<file path="src/rtl/ser3_pkg.sv">
package ser3_pkg;
  // Width needed to hold a count from 0 to n inclusive.
  function automatic int count_width(input int n);
    return $clog2(n + 1);
  endfunction

  // Width of the per-bit total: operands (up to n) plus carry (up to n-1).
  function automatic int total_width(input int n);
    return $clog2(2 * n);
  endfunction
endpackage

</file>
<file path="src/rtl/ser3_count.sv">
// Counts the ones among the operand bits of the current position.
module ser3_count #(
  parameter int NUM_OPS = 3,
  parameter int CNT_W   = ser3_pkg::count_width(NUM_OPS)
) (
  input  logic [NUM_OPS-1:0] bits,
  output logic [CNT_W-1:0]   count
);
  always_comb begin
    count = '0;
    for (int k = 0; k < NUM_OPS; k++) begin
      count = count + CNT_W'(bits[k]);
    end
  end
endmodule

</file>
<file path="src/rtl/ser3_carry.sv">
// Multi-valued carry state: adds the bit count to the stored carry and
// keeps the upper bits of the total for the next bit position.
module ser3_carry #(
  parameter int NUM_OPS = 3,
  parameter int CNT_W   = ser3_pkg::count_width(NUM_OPS),
  parameter int TOT_W   = ser3_pkg::total_width(NUM_OPS)
) (
  input  logic             clk,
  input  logic             rst,
  input  logic             ce,
  input  logic             sow,
  input  logic [CNT_W-1:0] count,
  output logic             sum_nxt
);
  localparam int CAR_W = TOT_W - 1;
  localparam logic [CAR_W-1:0] CAR_MAX   = CAR_W'(NUM_OPS - 1);
  localparam logic [CAR_W-1:0] FRESH_MAX = CAR_W'(NUM_OPS / 2);

  logic [CAR_W-1:0] carry_q;
  logic [CAR_W-1:0] carry_use;
  logic [TOT_W-1:0] total;

  always_comb begin
    carry_use = sow ? '0 : carry_q;
    total     = TOT_W'(count) + TOT_W'(carry_use);
    sum_nxt   = total[0];
  end

  always_ff @(posedge clk) begin
    if (rst) begin
      carry_q <= '0;
    end else if (ce) begin
      carry_q <= total[TOT_W-1:1];
    end
  end


  carry_bound_chk: assert property (@(posedge clk) disable iff (rst)
    carry_q <= CAR_MAX);


  fresh_carry_chk: assert property (@(posedge clk) disable iff (rst)
    (ce && sow) |=> (carry_q <= FRESH_MAX));


  carry_hold_chk: assert property (@(posedge clk) disable iff (rst)
    (!ce) |=> $stable(carry_q));
endmodule

</file>
<file path="src/rtl/ser3_outreg.sv">
// Output register stage: sum bit and aligned word marker.
module ser3_outreg (
  input  logic clk,
  input  logic rst,
  input  logic ce,
  input  logic sum_nxt,
  input  logic sow_in,
  output logic sum_bit,
  output logic sow_out
);
  always_ff @(posedge clk) begin
    if (rst) begin
      sum_bit <= 1'b0;
      sow_out <= 1'b0;
    end else if (ce) begin
      sum_bit <= sum_nxt;
      sow_out <= sow_in;
    end
  end


  out_hold_chk: assert property (@(posedge clk) disable iff (rst)
    (!ce) |=> ($stable(sum_bit) && $stable(sow_out)));


  marker_delay_chk: assert property (@(posedge clk) disable iff (rst)
    ce |=> (sow_out == $past(sow_in)));
endmodule

</file>
<file path="src/rtl/ser3_adder.sv">
// Bit-serial adder of three LSB-first operand streams.
module ser3_adder #(
  parameter int NUM_OPS = 3
) (
  input  logic               clk,
  input  logic               rst,
  input  logic               clk_en,
  input  logic               word_start_in,
  input  logic [NUM_OPS-1:0] op_bits,
  output logic               sum_bit,
  output logic               word_start_out
);
  localparam int CNT_W = ser3_pkg::count_width(NUM_OPS);
  localparam int TOT_W = ser3_pkg::total_width(NUM_OPS);

  logic [CNT_W-1:0] ones;
  logic             sum_nxt;

  ser3_count #(.NUM_OPS(NUM_OPS), .CNT_W(CNT_W)) u_count (
    .bits  (op_bits),
    .count (ones)
  );

  ser3_carry #(.NUM_OPS(NUM_OPS), .CNT_W(CNT_W), .TOT_W(TOT_W)) u_carry (
    .clk     (clk),
    .rst     (rst),
    .ce      (clk_en),
    .sow     (word_start_in),
    .count   (ones),
    .sum_nxt (sum_nxt)
  );

  ser3_outreg u_out (
    .clk     (clk),
    .rst     (rst),
    .ce      (clk_en),
    .sum_nxt (sum_nxt),
    .sow_in  (word_start_in),
    .sum_bit (sum_bit),
    .sow_out (word_start_out)
  );
endmodule

</file>
<file path="config.mk">
export PLATFORM = sky130hd
export DESIGN_NAME = ser3_adder
export DESIGN_NICKNAME = d
export VERILOG_FILES = /design/src/rtl/ser3_pkg.sv /design/src/rtl/ser3_count.sv /design/src/rtl/ser3_carry.sv /design/src/rtl/ser3_outreg.sv /design/src/rtl/ser3_adder.sv
export SDC_FILE = /design/constraint.sdc
export NUM_CORES = 1
export LEC_CHECK = 0
export BUFFER_PORTS_ARGS = -buffer_cell sky130_fd_sc_hd__buf_2
export CAP_MARGIN = 20
export CORE_AREA = 2 2 39 41
export DETAILED_ROUTE_END_ITERATION = 8
export DIE_AREA = 0 0 41 43
export SYNTH_ARGS = -nofsm -noshare
export SYNTH_HDL_FRONTEND = slang
export SYNTH_SLANG_ARGS = --single-unit
</file>
<file path="constraint.sdc">
create_clock -name clk -period 2.2 [get_ports clk]
set_clock_uncertainty 0.05 [all_clocks]
set_input_delay 0.11 -clock clk [delete_from_list [all_inputs] [get_ports clk]]
set_output_delay 0.11 -clock clk [all_outputs]
set_load 0.01 [all_outputs]
</file>
==> metrics.txt <==
# TYPE chip_impl_metric gauge
chip_impl_metric{name="worst_slack",unit="ps"} 274.6
chip_impl_info{name="mostFrequentLayoutCell",value="buf_2"} 1
chip_impl_metric{name="power.ir.vdd_worst",unit="V"} 0.0001785
chip_impl_info{name="worstPathCellList",value="nor2b_1 -> fa_1 -> ha_1 -> fa_1 -> mux2i_1 -> nor2_1"} 1
chip_impl_info{name="worstHoldPathType",value="in2reg"} 1
chip_impl_metric{name="netSwitchingFraction",unit=""} 0.2321
chip_impl_metric{name="final.period_utilization",unit=""} 0.8752
chip_impl_info{name="tritoncts",value="built"} 1
chip_impl_metric{name="cts_resizes",unit=""} 0
chip_impl_info{name="crit_family",value="adder cells"} 1
chip_impl_metric{name="power_frac_seq",unit=""} 0.395
chip_impl_info{name="startpoint_type",value="flop"} 1
chip_impl_info{name="synth.largest_area_cell",value="dfxtp_1"} 1
chip_impl_metric{name="timing.final.hold_violations",unit=""} 0
chip_impl_info{name="most-common-layout-cells",value="buf_2, mux2i_1, nor2_1, dfxtp_1, clkbuf_4"} 1
chip_impl_metric{name="die-width",unit="um"} 41
chip_impl_metric{name="ctsHoldBuffers",unit=""} 0
chip_impl_metric{name="post-cts-setup-buffer-count",unit=""} 0
chip_impl_metric{name="drv_slew",unit=""} 0
chip_impl_info{name="ys_top_cells_by_area",value="dfxtp_1, fa_1, mux2i_1"} 1
chip_impl_metric{name="via_per_inst",unit=""} 3.682
chip_impl_metric{name="worst-path-buf-inv",unit=""} 0
chip_impl_metric{name="routabilityCongestion",unit=""} 0.6171
chip_impl_metric{name="timing.setup.tns",unit="ps"} 0
chip_impl_metric{name="design.final.nets",unit=""} 40
chip_impl_metric{name="clock-sinks",unit=""} 4
chip_impl_info{name="worst_setup_path_end_kind",value="flop"} 1
chip_impl_metric{name="wl_per_cell",unit="um"} 8.614
chip_impl_metric{name="chipHeight",unit="um"} 43
chip_impl_info{name="worst-setup-path-type",value="reg2reg"} 1
chip_impl_metric{name="finalSetupViolations",unit=""} 0
chip_impl_metric{name="p_leak",unit="nW"} 0.1415
chip_impl_metric{name="synth_cell_type_count",unit=""} 7
chip_impl_metric{name="critical_path.max_fanout",unit=""} 2
chip_impl_metric{name="grt_pass1_wl",unit="um"} 634
chip_impl_metric{name="slowest_delay",unit="ps"} 440
chip_impl_info{name="critical-path-slowest-cell",value="fa_1"} 1
chip_impl_metric{name="drc_errors",unit=""} 0
chip_impl_metric{name="tritoncts.num_buffers",unit=""} 3
chip_impl_metric{name="buffer_ports.inserted",unit=""} 8
chip_impl_metric{name="power.net_switching",unit="W"} 0.00004745
chip_impl_info{name="critPathMostFrequentCell",value="fa_1"} 1
chip_impl_metric{name="power-per-cell-area",unit="nW/um^2"} 722.8
chip_impl_metric{name="max_freq",unit="MHz"} 519.4
chip_impl_metric{name="nFillCells",unit=""} 156
chip_impl_metric{name="finalWorstPathRequiredPeriod",unit="ps"} 1925
chip_impl_info{name="clockRootBuffer",value="clkbuf_4"} 1
chip_impl_metric{name="r2r_setup_slack",unit="ps"} 270
chip_impl_metric{name="seq_area_frac_synth",unit=""} 0.3902
chip_impl_metric{name="slew_at_the_pin_with_the_worst_max_slew_slack",unit="ps"} 148.5
chip_impl_metric{name="coreArea",unit="sq um"} 1384
chip_impl_metric{name="first_global_vias",unit=""} 195
chip_impl_metric{name="grt_start_max_net_pins",unit=""} 5
chip_impl_metric{name="hold_ws",unit="ps"} 36.11
chip_impl_metric{name="yosys_warnings",unit=""} 0
chip_impl_metric{name="grt_antenna_before_repair",unit=""} 0
chip_impl_metric{name="core.rowCount",unit=""} 14
chip_impl_info{name="outcome",value="finished clean"} 1
chip_impl_metric{name="h-tree-depth",unit=""} 1
chip_impl_metric{name="wl",unit="um"} 379
chip_impl_metric{name="p_int",unit="W"} 0.0001569
chip_impl_metric{name="postSynthCellCount",unit=""} 18
chip_impl_info{name="rsz0062_at_grt",value="false"} 1
chip_impl_metric{name="initial_utilization",unit=""} 0.1483
chip_impl_metric{name="synthesized_cell_area",unit="sq um"} 205.2
chip_impl_metric{name="multi_input_area",unit="sq um"} 120.1
chip_impl_metric{name="synth_seq_cells",unit=""} 4
chip_impl_metric{name="worst_setup_hold_path_clk_slew",unit="ps"} 40
chip_impl_metric{name="postSynthNetCount",unit=""} 28
chip_impl_metric{name="max_slew_margin",unit=""} 0.8982
chip_impl_metric{name="dieArea",unit="sq um"} 1763
chip_impl_metric{name="design.portCount",unit=""} 9
chip_impl_metric{name="areaGrowthSynthToFinish",unit="%"} 37.80
chip_impl_metric{name="initialDrtViolationCount",unit=""} 3
chip_impl_metric{name="synth_top_cell_area_share",unit=""} 0.3902
chip_impl_metric{name="drv_cap",unit=""} 0
chip_impl_metric{name="grt_usage",unit=""} 0.06042
chip_impl_metric{name="ctsLongestPathBuffers",unit=""} 2
chip_impl_metric{name="comb_power_share",unit=""} 0.168
chip_impl_metric{name="arrival",unit="ps"} 2000
chip_impl_metric{name="drt_pass1_iterations",unit=""} 3
chip_impl_metric{name="clockPowerShare",unit=""} 0.437
chip_impl_metric{name="route.antenna.remaining_nets",unit=""} 0
chip_impl_metric{name="seq_area",unit="sq um"} 80.08
chip_impl_metric{name="overflow",unit=""} 0
chip_impl_metric{name="layout-drive-gt1-share",unit=""} 0.3929
chip_impl_metric{name="critical_path_required",unit="ps"} 2270
chip_impl_metric{name="insertedDiodeCount",unit=""} 0
chip_impl_metric{name="synth.avg_cell_area",unit="sq um"} 11.40
chip_impl_metric{name="insertion_delay",unit="ps"} 230
chip_impl_metric{name="dp_slack",unit="ps"} 257.6
chip_impl_metric{name="dr_total_vias",unit=""} 162
-- cells in the mapped netlist --
cell and number:
fa_1 2, clkbuf_2 1, mux2i_1 4, dfxtp_1 4, ha_1 1, nor2_1 4, nor2b_1 2
-- state kept, by name (all words and copies together), names as in the netlist --
name,count
u_carry.carry_q,2
u_out.sum_bit,1
u_out.sow_out,1
-- layout make-up --
cell class | instances | area share
clock buffer | 3 | 0.07965
multi-input combinational | 13 | 0.4248
sequential | 4 | 0.2832
tap | 16 | 0.07080
timing repair buffer | 8 | 0.1416
-- logic make-up (layout without fill, tap and decap cells) --
family                   after synthesis  in the layout  synth area share
buffers and inverters                  1             11           0.02437
adder cells (fa/ha/maj)                3              3            0.2561
multiplexers                           4              4            0.1951
flip-flops                             4              4            0.3903
AND/OR/NAND/NOR                        6              6            0.1341
-- metrics by stage --
step                instance area [sq um]  power [W]  std cells  utilization
floorplan                           205.2  0.0001022         18            -
global placement                    260.3  0.0001160         41       0.1881
detailed placement                  260.3  0.0001174         41       0.1881
CTS                                 282.8  0.0002115         44       0.2043
global route                        282.8  0.0002197         44       0.2043
finish                              282.8  0.0002044         44       0.2043
-- power by group through the flow --
stage / combinational (W) / sequential (W) / clock [W]
after floorplan: 0.0000190 / 0.0000832 / 0
after global placement: 0.0000342 / 0.0000818 / 0
after detailed placement: 0.0000355 / 0.0000819 / 0
after CTS: 0.0000357 / 0.0000808 / 0.0000950
after global routing: 0.0000414 / 0.0000814 / 0.0000969
final: 0.0000343 / 0.0000807 / 0.0000894
-- metal layers --
metal,share of wire,track usage,vias up
met3,0.11,0.03141,2
met4,0.016,0.08000,0
met1,0.40,0.04545,75
met5,0,0,-
met2,0.48,0.08750,6
li1,-,-,79
-- path summary, 6_finish.rpt --
check                                         from            endpoint  cells after the start
worst max-delay path            u_carry.carry_q[0]  u_carry.carry_q[0]                      6
worst min-delay path                           rst       u_out.sum_bit                      2
worst max register to register  u_carry.carry_q[0]  u_carry.carry_q[0]                      6
worst min register to register  u_carry.carry_q[1]  u_carry.carry_q[1]                      2
Power figures use the tool's default switching activity.
